==> config.mk <==
export PLATFORM = sky130hd
export DESIGN_NAME = irq_status_unit
export DESIGN_NICKNAME = d
export VERILOG_FILES = /design/src/rtl/isu_pkg.sv /design/src/rtl/isu_capture.sv /design/src/rtl/isu_enable.sv /design/src/rtl/isu_regbus.sv /design/src/rtl/irq_status_unit.sv
export SDC_FILE = /design/constraint.sdc
export NUM_CORES = 1
export LEC_CHECK = 0
export BUFFER_PORTS_ARGS = -buffer_cell sky130_fd_sc_hd__buf_2
export CORE_ASPECT_RATIO = 0.9
export CORE_MARGIN = 8
export CORE_UTILIZATION = 41
export DETAILED_ROUTE_END_ITERATION = 6
export PLACE_DENSITY = 0.79
export SLEW_MARGIN = 20
export SYNTH_ARGS = -nofsm -noshare
export SYNTH_HDL_FRONTEND = slang
export SYNTH_SLANG_ARGS = --single-unit
==> constraint.sdc <==
create_clock -name clk -period 1.2 [get_ports clk]
set_input_delay 0.24 -clock clk [delete_from_list [all_inputs] [get_ports clk]]
set_output_delay 0.24 -clock clk [all_outputs]
set_load 0.05 [all_outputs]
==> src/rtl/isu_pkg.sv <==
package isu_pkg;
  typedef enum logic [1:0] {
    SEL_STATUS = 2'd0,
    SEL_ENSET  = 2'd1,
    SEL_ENCLR  = 2'd2,
    SEL_MASK   = 2'd3
  } reg_sel_e;
endpackage

==> src/rtl/isu_capture.sv <==
module isu_capture #(
  parameter int          N_SRC = 14,
  parameter logic [13:0] LIVE  = 14'h3EFF
) (
  input  logic             clk,
  input  logic             rst_n,
  input  logic [N_SRC-1:0] evt_i,
  input  logic             clr_i,
  output logic [N_SRC-1:0] status_o
);
  logic [N_SRC-1:0] status_q, status_d, evt_live;

  assign evt_live = evt_i & LIVE[N_SRC-1:0];

  always_comb begin
    status_d = clr_i ? '0 : status_q;
    status_d = status_d | evt_live;
  end

  always_ff @(posedge clk or negedge rst_n) begin
    if (!rst_n) status_q <= '0;
    else        status_q <= status_d;
  end

  assign status_o = status_q;

  assert_evt_sets_R1: assert property (@(posedge clk) disable iff (!rst_n)
    (|evt_live) |=> ((status_q & $past(evt_live)) == $past(evt_live)));
  assert_read_clears_R2: assert property (@(posedge clk) disable iff (!rst_n)
    (clr_i && evt_i == '0) |=> (status_q == '0));
  assert_rsvd_status_R7: assert property (@(posedge clk) disable iff (!rst_n)
    (status_q & ~LIVE[N_SRC-1:0]) == '0);
endmodule

==> src/rtl/isu_enable.sv <==
module isu_enable #(
  parameter int          N_SRC = 14,
  parameter logic [13:0] LIVE  = 14'h3EFF
) (
  input  logic             clk,
  input  logic             rst_n,
  input  logic             set_we_i,
  input  logic             clr_we_i,
  input  logic [N_SRC-1:0] bits_i,
  output logic [N_SRC-1:0] en_o
);
  logic [N_SRC-1:0] en_q, en_d, set_v, clr_v;
  logic             en_ce;

  assign set_v = set_we_i ? (bits_i & LIVE[N_SRC-1:0]) : '0;
  assign clr_v = clr_we_i ? bits_i : '0;
  assign en_ce = set_we_i | clr_we_i;

  always_comb begin
    en_d = (en_q & ~clr_v) | set_v;
  end

  always_ff @(posedge clk or negedge rst_n) begin
    if (!rst_n)     en_q <= '0;
    else if (en_ce) en_q <= en_d;
  end

  assign en_o = en_q;

  assert_set_R4: assert property (@(posedge clk) disable iff (!rst_n)
    set_we_i |=> ((en_q & $past(set_v)) == $past(set_v)));
  assert_clr_R5: assert property (@(posedge clk) disable iff (!rst_n)
    (clr_we_i && !set_we_i) |=> ((en_q & $past(clr_v)) == '0));
  assert_rsvd_en_R7: assert property (@(posedge clk) disable iff (!rst_n)
    (en_q & ~LIVE[N_SRC-1:0]) == '0);
endmodule

==> src/rtl/isu_regbus.sv <==
module isu_regbus
  import isu_pkg::*;
#(
  parameter int          N_SRC  = 14,
  parameter int          DATA_W = 32,
  parameter logic [13:0] LIVE   = 14'h3EFF
) (
  input  logic              clk,
  input  logic              rst_n,
  input  logic              rd_i,
  input  logic              wr_i,
  input  logic [1:0]        addr_i,
  input  logic [N_SRC-1:0]  status_i,
  input  logic [N_SRC-1:0]  en_i,
  output logic              status_clr_o,
  output logic              en_set_o,
  output logic              en_clr_o,
  output logic [DATA_W-1:0] rdata_o
);
  reg_sel_e          sel;
  logic [N_SRC-1:0]  rd_mux;
  logic [DATA_W-1:0] rdata_q, rdata_d;

  assign sel          = reg_sel_e'(addr_i);
  assign status_clr_o = rd_i && sel == SEL_STATUS;
  assign en_set_o     = wr_i && sel == SEL_ENSET;
  assign en_clr_o     = wr_i && sel == SEL_ENCLR;

  always_comb begin
    unique case (sel)
      SEL_STATUS: rd_mux = status_i;
      SEL_MASK:   rd_mux = ~en_i & LIVE[N_SRC-1:0];
      default:    rd_mux = '0;
    endcase
    rdata_d = {{(DATA_W-N_SRC){1'b0}}, rd_mux};
  end

  always_ff @(posedge clk or negedge rst_n) begin
    if (!rst_n)    rdata_q <= '0;
    else if (rd_i) rdata_q <= rdata_d;
  end

  assign rdata_o = rdata_q;

  assert_wo_reads_zero_R10: assert property (@(posedge clk) disable iff (!rst_n)
    (rd_i && (addr_i == 2'd1 || addr_i == 2'd2)) |=> (rdata_q == '0));
  assert_rsvd_read_R7: assert property (@(posedge clk) disable iff (!rst_n)
    rdata_q[8] == 1'b0);
endmodule

==> src/rtl/irq_status_unit.sv <==
module irq_status_unit #(
  parameter int          N_SRC  = 14,
  parameter int          DATA_W = 32,
  parameter logic [13:0] LIVE   = 14'h3EFF
) (
  input  logic              clk,
  input  logic              rst_n,
  input  logic [N_SRC-1:0]  evt_i,
  input  logic              bus_rd_i,
  input  logic              bus_wr_i,
  input  logic [1:0]        bus_addr_i,
  input  logic [DATA_W-1:0] bus_wdata_i,
  output logic [DATA_W-1:0] bus_rdata_o,
  output logic              irq_o
);
  logic [N_SRC-1:0] status, en;
  logic             st_clr, en_set, en_clr;

  isu_regbus #(.N_SRC(N_SRC), .DATA_W(DATA_W), .LIVE(LIVE)) u_bus (
    .clk(clk), .rst_n(rst_n), .rd_i(bus_rd_i), .wr_i(bus_wr_i),
    .addr_i(bus_addr_i), .status_i(status), .en_i(en),
    .status_clr_o(st_clr), .en_set_o(en_set), .en_clr_o(en_clr),
    .rdata_o(bus_rdata_o)
  );

  isu_capture #(.N_SRC(N_SRC), .LIVE(LIVE)) u_cap (
    .clk(clk), .rst_n(rst_n), .evt_i(evt_i), .clr_i(st_clr),
    .status_o(status)
  );

  isu_enable #(.N_SRC(N_SRC), .LIVE(LIVE)) u_en (
    .clk(clk), .rst_n(rst_n), .set_we_i(en_set), .clr_we_i(en_clr),
    .bits_i(bus_wdata_i[N_SRC-1:0]), .en_o(en)
  );

  assign irq_o = |(status & en);

  assert_irq_needs_en_R8: assert property (@(posedge clk) disable iff (!rst_n)
    irq_o |-> (en != '0 && status != '0));
  assert_read_drops_irq_R8: assert property (@(posedge clk) disable iff (!rst_n)
    (st_clr && evt_i == '0 && !en_set) |=> !irq_o);
endmodule

==> impl_metrics.env, run 1 <==
export IMPL_post_cts_buffers=0
export IMPL_setup_ws_ns=-0.604
export IMPL_period_needed_ns=1.80
export IMPL_ys_types=18
export IMPL_vias=1499
export IMPL_min_path_type="input pin to flop"
export IMPL_area_growth_pct=29.6
export IMPL_grt_pass1_vias=1589
export IMPL_drtIter0Drc=77
export IMPL_clkLatencyLatePin_ns=0.29
export IMPL_nNetsFinal=305
export IMPL_io_pin_count=85
export IMPL_dp_cells=303
export IMPL_rsz0062_at_grt="yes"
export IMPL_grt_pass1_wl_mm=7.58
export IMPL_ant_nets=0
export IMPL_synth_edf_count=0
export IMPL_cts_tree="built"
export IMPL_hold_viol=0
export IMPL_async_flop_share_pct=100
export IMPL_cp_end_kind="output pin"
export IMPL_cp_required_ns=0.96
export IMPL_hpwl_mm=3.66
export IMPL_finalClockSkew_ns=0.00347
export IMPL_max_clock_freq_mhz=554
export IMPL_vias_per_cell=4.80
export IMPL_crit_fanout=2
export IMPL_firstDrtPassIters=4
export IMPL_synth_seq_cells=39
export IMPL_portBuffers=45
export IMPL_violations="setup timing"
export IMPL_reg2reg_to="u_bus.rdata_o[4]"
export IMPL_fin_area_mm2=0.00245
export IMPL_cts_max_path_buffers=2
export IMPL_peakVddDrop_uv=423
export IMPL_fin_crit_sh_pct=150
export IMPL_power_density_mw_per_mm2=1440
export IMPL_place_area_mm2=0.00233
export IMPL_nFillCells=406
export IMPL_worst_setup_path_start_kind="flop"
export IMPL_synthCells=176
export IMPL_synth_ff_type="dfrtp_1"
export IMPL_regToRegStartpoint="u_en.en_o[4]"
export IMPL_post_route_drc_count=0
export IMPL_pre_cts_ws_ns=-0.364
export IMPL_rr_worst_depth=4
export IMPL_ys_seq_area_share_pct=51.7
export IMPL_wl_per_cell_um=14.8
export IMPL_setup_violations=1
export IMPL_die_w_um=87.5
export IMPL_hold_start="evt_i[9]"
export IMPL_insertedDiodeCount=0
export IMPL_grt_overflow_total=0
export IMPL_arrival_ns=1.56
export IMPL_total_leakage_power_nw=1.20
export IMPL_instances_no_fill=312
export IMPL_wl_mm=4.63
export IMPL_status="finished, violations left"
export IMPL_met1_usage_pct=17.3
export IMPL_fp_dieH_um=80.4
export IMPL_cts_root_buffer="clkbuf_8"
export IMPL_ys_warn_count=0
export IMPL_antenna_found_initial=0
export IMPL_gp_congestion=0.810
export IMPL_cts_sinks=39
export IMPL_grtUsageMet2_pct=21.4
export IMPL_max_stage_delay_ns=0.39
export IMPL_initial_core_util_pct=42.6
export IMPL_grt_busiest_layer="met2"
export IMPL_drv_cap=0
export IMPL_grt_max_degree=40
export IMPL_met3_usage_pct=5.50
export IMPL_drive_above_1_share_pct=34.8
export IMPL_min_delay_path_depth=2
export IMPL_grtUsageTotal_pct=13.8
export IMPL_drv_slew=0
export IMPL_cts_buffers_inserted=5
export IMPL_htreeDepth=2
export IMPL_crit_chain="a222oi_1 > and3_1 > nand3_4 > buf_6"
export IMPL_whs_endpoint="u_cap.status_o[9]"
export IMPL_crit_type="flop to output pin"
export IMPL_path_clk_slew_ns=0.07
export IMPL_core_area_mm2=0.00443
export IMPL_r2r_slack_ns=0.23
export IMPL_syn_area_per_cell_um2=10.7
export IMPL_synth_cell_area_mm2=0.00189
export IMPL_std_cell_rows=23
export IMPL_cp_slowest_cell="dfrtp_1"
export IMPL_dieArea_mm2=0.00703
==> cell type report <==
| class | instances | area (um2) | area share [%] |
|---|---|---|---|
| Sequential cell | 39 | 976 | 39.9 |
| Timing Repair Buffer | 77 | 499 | 20.4 |
| Inverter | 28 | 105 | 4.30 |
| Clock buffer | 8 | 100 | 4.09 |
| Multi-Input combinational cell | 98 | 688 | 28.1 |
| Tap cell | 62 | 77.6 | 3.17 |
==> report_power, final <==
| part | switching (W) | internal, W | total, W |
|---|---|---|---|
| Clock | 0.000437 | 0.000524 | 0.000961 |
| Combinational | 0.000612 | 0.000393 | 0.00101 |
| Sequential | 0.0000901 | 0.00147 | 0.00156 |
==> repair_timing <==
item | in CTS | in global routing
pin swaps | 2 | 0
endpoints found under the setup margin | 1 | 1
resized for setup | 2 | 0
endpoints found under the hold margin | 39 | 0
hold buffers | 1 | 0
==> worst max-delay path by stage <==
stage | startpoint | end | slack [ns] | cells after the start
2_1_floorplan | u_cap.status_o[0] | irq_o | -0.10 | 3
3_3_place_gp | u_cap.status_o[0] | irq_o | -0.26 | 4
3_5_place_dp | u_cap.status_o[0] | irq_o | -0.36 | 4
4_1_cts | u_en.en_o[0] | irq_o | -0.64 | 4
5_1_grt | u_en.en_o[0] | irq_o | -0.65 | 4
6_report | u_en.en_o[0] | irq_o | -0.60 | 4
==> synth_stat cells, drive strengths merged (4+ instances only) <==
master	count	share of area, %
dfrtp	39	52
a21o	13	5.2
nand3	14	3.7
a22oi	16	6.4
buf	29	11
ha	4	2.7
o22ai	13	4.3
a32o	13	6.9
inv	28	5.6
==> metal layers <==
metal  vias to the layer above  routed length (um)
met2                        48                2030
met4                         0                  56
met3                         9                 371
li1                        736                   -
met1                       706                2170
met5                         -                   0
==> flip-flops by register name, summed over array words and instances (netlist names) <==
register        count
u_en.en_o          13
u_cap.status_o     13
u_bus.rdata_o      13
==> cell usage in the layout, fill, tap and decap left out, types with 2 or more instances in the layout <==
cell	synthesis	layout
a21o_1	13	13
clkbuf_8	0	7
ha_1	4	4
o22ai_1	13	13
buf_12	0	2
buf_4	21	29
a32o_1	13	13
conb_1	1	19
nand3_1	14	13
dfrtp_1	39	39
inv_1	28	28
buf_2	7	44
a22oi_1	16	16
==> stage by stage <==
stage               utilization, %  power [W]  hold WS (ns)  TNS (ns)
floorplan                        -    0.00223       -0.0556    -0.100
global placement              52.6    0.00256         0.222    -0.452
detailed placement            52.6    0.00259         0.223    -0.973
CTS                           55.2    0.00355         0.119    -0.637
global route                  55.2    0.00370         0.122    -0.645
finish                        55.2    0.00352         0.126    -0.604
==> worst max-delay path, delay by kind of cell (launching register included) <==
family / cells / cell delay [ns]
compound gates: 1 / 0.37
flops: 1 / 0.39
buf+inv: 1 / 0.17
simple gates: 2 / 0.35
==> logic make-up after synthesis <==
kind of cell / Yosys count / synth area share, %
AO/OA/AOI/OAI: 58 / 24.2
adder cells (fa/ha/maj): 4 / 2.65
buffers and inverters: 57 / 16.4
flip-flops: 39 / 51.7
other: 1 / 0.199
AND/OR/NAND/NOR: 17 / 4.84
Note: power is estimated with default switching activity, not from simulation.
==> run 2, diff against run 1 <==
--- a/config.mk
+++ b/config.mk
@@ -5,6 +5,7 @@
 export SDC_FILE = /design/constraint.sdc
 export NUM_CORES = 1
 export LEC_CHECK = 0
+export ABC_AREA = 1
 export BUFFER_PORTS_ARGS = -buffer_cell sky130_fd_sc_hd__buf_2
 export CORE_ASPECT_RATIO = 0.9
 export CORE_MARGIN = 8
==> run 2 against run 1 <==
  * The flow still finishes with violations (setup timing)
  * Synthesized area up 2.5%
  * Die area grew 2.0%
  * Sequential share of layout area up 0.39 points
  * Maximum frequency up 21%
  * Design area fell by 0.97%
  * Register-to-register slack got worse by 0.08 ns
  * Clock-buffer cell count fell by 1
  * Hold slack improved by 0.0069 ns
  * Combinational power fell by 7%
  * Sequential cell count unchanged
  * Critical path type unchanged
==> impl_metrics.env, run 2 <==
export IMPL_cts_tree="built"
export IMPL_antenna_found_initial=0
export IMPL_firstDrtPassIters=4
export IMPL_fin_crit_sh_pct=124
export IMPL_crit_fanout=2
export IMPL_cts_buffers_inserted=5
export IMPL_cts_max_path_buffers=2
export IMPL_setup_violations=1
export IMPL_io_pin_count=85
export IMPL_power_w=0.00336
export IMPL_std_cell_rows=23
export IMPL_post_route_drc_count=0
export IMPL_portBuffers=45
export IMPL_die_w_um=88.4
export IMPL_vias=1569
export IMPL_drtIter0Drc=88
export IMPL_htreeDepth=2
export IMPL_cp_buffers_inverters=2
export IMPL_insertedDiodeCount=0
export IMPL_synth_top_area_share_pct=50.5
export IMPL_grt_max_degree=40
export IMPL_critical_path_top_delay_family="flip-flops"
export IMPL_drive_above_1_share_pct=25.9
export IMPL_synth_seq_cells=39
export IMPL_fp_dieH_um=81.1
export IMPL_grt_overflow_total=0
export IMPL_syn_area_per_cell_um2=8.59
export IMPL_grt_pass1_wl_mm=7.58
export IMPL_synthCells=225
export IMPL_synthTopCellsByArea="dfrtp_1 (50%), nand2_1 (12%), buf_4 (7.8%)"
export IMPL_final_cell_mix="nand2_1 (63), buf_2 (43), dfrtp_1 (39), inv_1 (31), o21ai_1 (23)"
export IMPL_path_clk_slew_ns=0.07
export IMPL_crit_chain="nand2_1 > nand2_1 > inv_1 > nand2_1 > nor2_1 > nand2_1 > buf_6"
export IMPL_cp_end_kind="output pin"
export IMPL_total_leakage_power_nw=1.43
export IMPL_worst_setup_path_start_kind="flop"
export IMPL_peakVddDrop_uv=531
export IMPL_violations="setup timing"
export IMPL_area_growth_pct=25.3
export IMPL_power_density_mw_per_mm2=1390
export IMPL_max_clock_freq_mhz=672
export IMPL_ys_warn_count=0
export IMPL_place_area_mm2=0.00231
export IMPL_drv_slew=0
export IMPL_synth_edf_count=0
export IMPL_ant_nets=0
export IMPL_fin_area_mm2=0.00242
export IMPL_crit_top_cell="nand2_1"
export IMPL_period_needed_ns=1.49
export IMPL_ys_types=17
export IMPL_rsz0062_at_grt="yes"
export IMPL_synth_common_cells="nand2_1 (63), dfrtp_1 (39), inv_1 (31), o21ai_1 (23), buf_4 (20)"
export IMPL_synth_cell_area_mm2=0.00193
export IMPL_nNetsFinal=345
export IMPL_yosysMostFrequentCell="nand2_1"
export IMPL_drv_cap=0
export IMPL_max_stage_delay_ns=0.39
export IMPL_hpwl_mm=3.47
export IMPL_status="finished, violations left"
export IMPL_core_area_mm2=0.00449
export IMPL_post_synth_top_area_cell="dfrtp_1"
export IMPL_arrival_ns=1.25
export IMPL_setup_ws_ns=-0.288
export IMPL_wl_per_cell_um=13.1
export IMPL_vias_per_cell=4.46
export IMPL_gp_congestion=0.764
export IMPL_ys_seq_area_share_pct=50.5
export IMPL_cp_slowest_cell="dfrtp_1"
export IMPL_crit_type="flop to output pin"
export IMPL_cp_required_ns=0.96
export IMPL_wl_mm=4.63
export IMPL_final_common_cell="nand2_1"
export IMPL_grt_pass1_vias=1594
export IMPL_initial_core_util_pct=43.1
export IMPL_finalClockSkew_ns=0.00350
export IMPL_synth_ff_type="dfrtp_1"
export IMPL_min_path_type="input pin to flop"
export IMPL_cts_root_buffer="clkbuf_8"
export IMPL_grtUsageTotal_pct=13.9
export IMPL_clkLatencyLatePin_ns=0.30
export IMPL_async_flop_share_pct=100
export IMPL_cts_sinks=39
export IMPL_hold_viol=0
export IMPL_dieArea_mm2=0.00717
==> run 2: kinds of logic (layout without fill, tap and decap cells) <==
| group | after synthesis | after routing | share of synthesized area [%] |
|---|---|---|---|
| AO/OA/AOI/OAI | 52 | 52 | 16.0 |
| other | 1 | 19 | 0.194 |
| AND/OR/NAND/NOR | 67 | 67 | 13.5 |
| flip-flops | 39 | 39 | 50.5 |
| adder cells (fa/ha/maj) | 4 | 4 | 2.59 |
| buffers and inverters | 62 | 109 | 17.3 |
==> run 2: area by class of cell <==
class / instances / area, um2
tap: 62 / 77.6
sequential: 39 / 976
clock inverter: 1 / 5.00
timing repair buffer: 65 / 462
multi-input combinational: 142 / 691
clock buffer: 7 / 76.3
fill: 445 / 2070
inverter: 36 / 135
==> run 2: final timing paths <==
path	from	to	slack, ns	cells after the start
setup / recovery	u_cap.status_o[6]	irq_o	-0.29	7
hold / removal	evt_i[4]	u_cap.status_o[4]	0.13	2
setup reg to reg	u_en.en_o[6]	u_bus.rdata_o[6]	0.15	5
hold reg to reg	u_bus.rdata_o[6]	u_bus.rdata_o[6]	0.48	2
max in group asynchronous	rst_n	u_bus.rdata_o[2]	0.57	3
min in group asynchronous	rst_n	u_bus.rdata_o[4]	0.44	3
==> run 2: timing repair <==
item | 4_1_cts | 5_1_grt
pin swaps | 2 | 1
endpoints found under the hold margin | 39 | 0
gates resized for setup | 2 | 1
setup endpoints to repair | 1 | 2
hold buffers | 1 | 0
setup buffers | 1 | 1
cloned | 0 | 0
==> run 2: worst register-to-register path, delay by kind of cell (launching register included) <==
family	cells	cell delay (ns)
and+or+nand+nor	2	0.15
AOI/OAI and AO/OA	1	0.21
DFF	1	0.38
buffers and inverters	2	0.26
==> run 2: where the power goes <==
| group | total, W | internal, W | switching [W] |
|---|---|---|---|
| Clock | 0.000872 | 0.000408 | 0.000464 |
| Sequential | 0.00155 | 0.00146 | 0.0000844 |
| Combinational | 0.000939 | 0.000335 | 0.000604 |
==> run 2: metrics by stage <==
stage / worst slack (ns) / utilization (%) / hold WS [ns] / instances / TNS [ns]
3_3_place_gp: 0.0186 / 51.4 / 0.220 / 341 / 0
4_1_cts: -0.273 / 53.7 / 0.132 / 351 / -0.273
6_report: -0.288 / 54.0 / 0.133 / 352 / -0.288
3_5_place_dp: 0.0133 / 51.4 / 0.223 / 341 / 0
2_1_floorplan: 0.0595 / - / -0.0556 / 243 / 0
5_1_grt: -0.400 / 54.0 / 0.123 / 352 / -0.400
==> run 2: layer usage <==
layer | track usage (%) | vias to the layer above | wire length [um]
met5 | 0 | - | 0
met4 | 4.55 | 0 | 57
met3 | 5.44 | 6 | 461
met2 | 20.7 | 55 | 2060
met1 | 18.0 | 710 | 2050
li1 | - | 798 | -
==> run 3, diff against run 2 <==
--- a/config.mk
+++ b/config.mk
@@ -11,7 +11,7 @@
 export CORE_MARGIN = 8
 export CORE_UTILIZATION = 41
 export DETAILED_ROUTE_END_ITERATION = 6
-export PLACE_DENSITY = 0.79
+export PLACE_DENSITY = 0.75
 export SLEW_MARGIN = 20
 export SYNTH_ARGS = -nofsm -noshare
 export SYNTH_HDL_FRONTEND = slang
==> run 3 against run 2 <==
  * The flow still finishes with violations (setup timing)
  * Via count down 2.7%
  * Power increased by 1.9%
  * Clock-buffer cell count increased by 1
  * Non-clock buffer count fell by 2
  * Design area is 0.67% lower
  * First-iteration DRC count down 22%
  * Clock power is 11% higher
  * Sequential share of layout area increased by 0.27 points
  * Largest cell class unchanged
==> impl_metrics.env, run 3 (synthesized netlist as in run 2, its figures left out) <==
export IMPL_status="finished, violations left"
export IMPL_violations="setup timing"
export IMPL_instances_no_fill=350
export IMPL_ant_nets=0
export IMPL_initial_core_util_pct=43.1
export IMPL_wl_per_cell_um=12.8
export IMPL_portBuffers=45
export IMPL_crit_top_cell="nand2_1"
export IMPL_cp_required_ns=0.96
export IMPL_fin_hold_ws_ns=0.137
export IMPL_period_needed_ns=1.46
export IMPL_met3WireLength_um=381
export IMPL_peakVddDrop_uv=578
export IMPL_grtUsageTotal_pct=13.3
export IMPL_cp_slowest_cell="dfrtp_1"
export IMPL_hold_viol=0
export IMPL_drv_slew=0
export IMPL_area_growth_pct=24.5
export IMPL_drtIter0Drc=69
export IMPL_setup_ws_ns=-0.258
export IMPL_dp_cells=338
export IMPL_nNetsFinal=343
export IMPL_gp_congestion=0.786
export IMPL_fp_dieH_um=81.1
export IMPL_die_w_um=88.4
export IMPL_antenna_found_initial=0
export IMPL_cts_max_path_buffers=2
export IMPL_vias_per_cell=4.36
export IMPL_total_leakage_power_nw=1.42
export IMPL_cts_root_buffer="clkbuf_8"
export IMPL_max_clock_freq_mhz=686
export IMPL_rsz0062_at_grt="yes"
export IMPL_grt_max_degree=27
export IMPL_worst_setup_path_start_kind="flop"
export IMPL_crit_fanout=2
export IMPL_power_w=0.00342
export IMPL_cts_tree="built"
export IMPL_grt_overflow_total=0
export IMPL_wl_met1_mm=2.02
export IMPL_core_area_mm2=0.00449
export IMPL_finalClockSkew_ns=0.00378
export IMPL_grt_pass1_wl_mm=7.30
export IMPL_met2WireLength_mm=2.03
export IMPL_cp_end_kind="output pin"
export IMPL_crit_type="flop to output pin"
export IMPL_fin_crit_sh_pct=122
export IMPL_vias=1526
export IMPL_path_clk_slew_ns=0.07
export IMPL_crit_chain="nand2_1 > nand2_1 > inv_1 > nand2_1 > nor2_2 > nand2_1 > buf_6"
export IMPL_dieArea_mm2=0.00717
export IMPL_min_path_type="input pin to flop"
export IMPL_critical_path_top_delay_family="flip-flops"
export IMPL_wl_mm=4.49
export IMPL_firstDrtPassIters=4
export IMPL_post_route_drc_count=0
export IMPL_cp_buffers_inverters=2
export IMPL_insertedDiodeCount=0
export IMPL_cts_sinks=39
export IMPL_drv_cap=0
export IMPL_grt_pass1_vias=1561
export IMPL_cts_buffers_inserted=5
export IMPL_topRoutingLayerUsed="met4"
export IMPL_io_pin_count=85
export IMPL_drive_above_1_share_pct=26.0
export IMPL_final_cell_mix="nand2_1 (63), buf_2 (42), dfrtp_1 (39), inv_1 (31), o21ai_1 (23)"
export IMPL_final_common_cell="nand2_1"
export IMPL_arrival_ns=1.22
export IMPL_power_density_mw_per_mm2=1420
export IMPL_std_cell_rows=23
export IMPL_htreeDepth=2
export IMPL_clkLatencyLatePin_ns=0.29
export IMPL_hpwl_mm=3.29
export IMPL_setup_violations=1
export IMPL_max_stage_delay_ns=0.39
-- run 3: where the power goes --
group          internal [W]  leakage (nW)  switching, W
combinational      0.000317         0.923      0.000593
sequential          0.00147         0.447     0.0000830
clock              0.000524        0.0515      0.000441
-- run 3: cell type report --
type | count | area, um2
Clock buffer | 8 | 100
Fill cell | 441 | 2080
Inverter | 36 | 135
Multi-Input combinational cell | 142 | 693
Sequential cell | 39 | 976
Tap cell | 62 | 77.6
Timing Repair Buffer | 63 | 424
-- run 3: stage by stage --
stage / setup slack [ns] / util [%] / area [um2] / TNS (ns)
2_1_floorplan: 0.0595 / - / 2000 / 0
3_3_place_gp: -0.00772 / 50.3 / 2260 / -0.00772
3_5_place_dp: -0.0354 / 50.3 / 2260 / -0.0902
4_1_cts: -0.270 / 52.9 / 2380 / -0.270
5_1_grt: -0.369 / 53.6 / 2410 / -0.369
6_report: -0.258 / 53.6 / 2410 / -0.258
-- run 3: path summary, 6_finish.rpt --
path                                     from                end  slack [ns]  cells past startpoint
min reg2reg                  u_bus.rdata_o[9]   u_bus.rdata_o[9]        0.47                      2
max                        u_cap.status_o[13]              irq_o       -0.26                      7
max in group asynchronous               rst_n  u_cap.status_o[9]        0.37                      3
max reg2reg                      u_en.en_o[2]   u_bus.rdata_o[2]        0.23                      5
min in group asynchronous               rst_n   u_bus.rdata_o[7]        0.39                      2
min                                  evt_i[1]  u_cap.status_o[1]        0.14                      2
-- run 3: timing repair --
| item | CTS | global route |
|---|---|---|
| hold endpoints to repair | 13 | 0 |
| hold buffers | 1 | 0 |
| resized for setup | 2 | 3 |
| pin swaps | 0 | 0 |
| buffers inserted | 0 | 3 |
| setup endpoints to repair | 1 | 3 |
-- run 3: routing by layer --
layer / up-vias / GRT usage [%]
met2: 53 / 21.3
met5: - / 0
met1: 679 / 16.4
li1: 788 / -
met3: 6 / 4.64
met4: 0 / 4.55
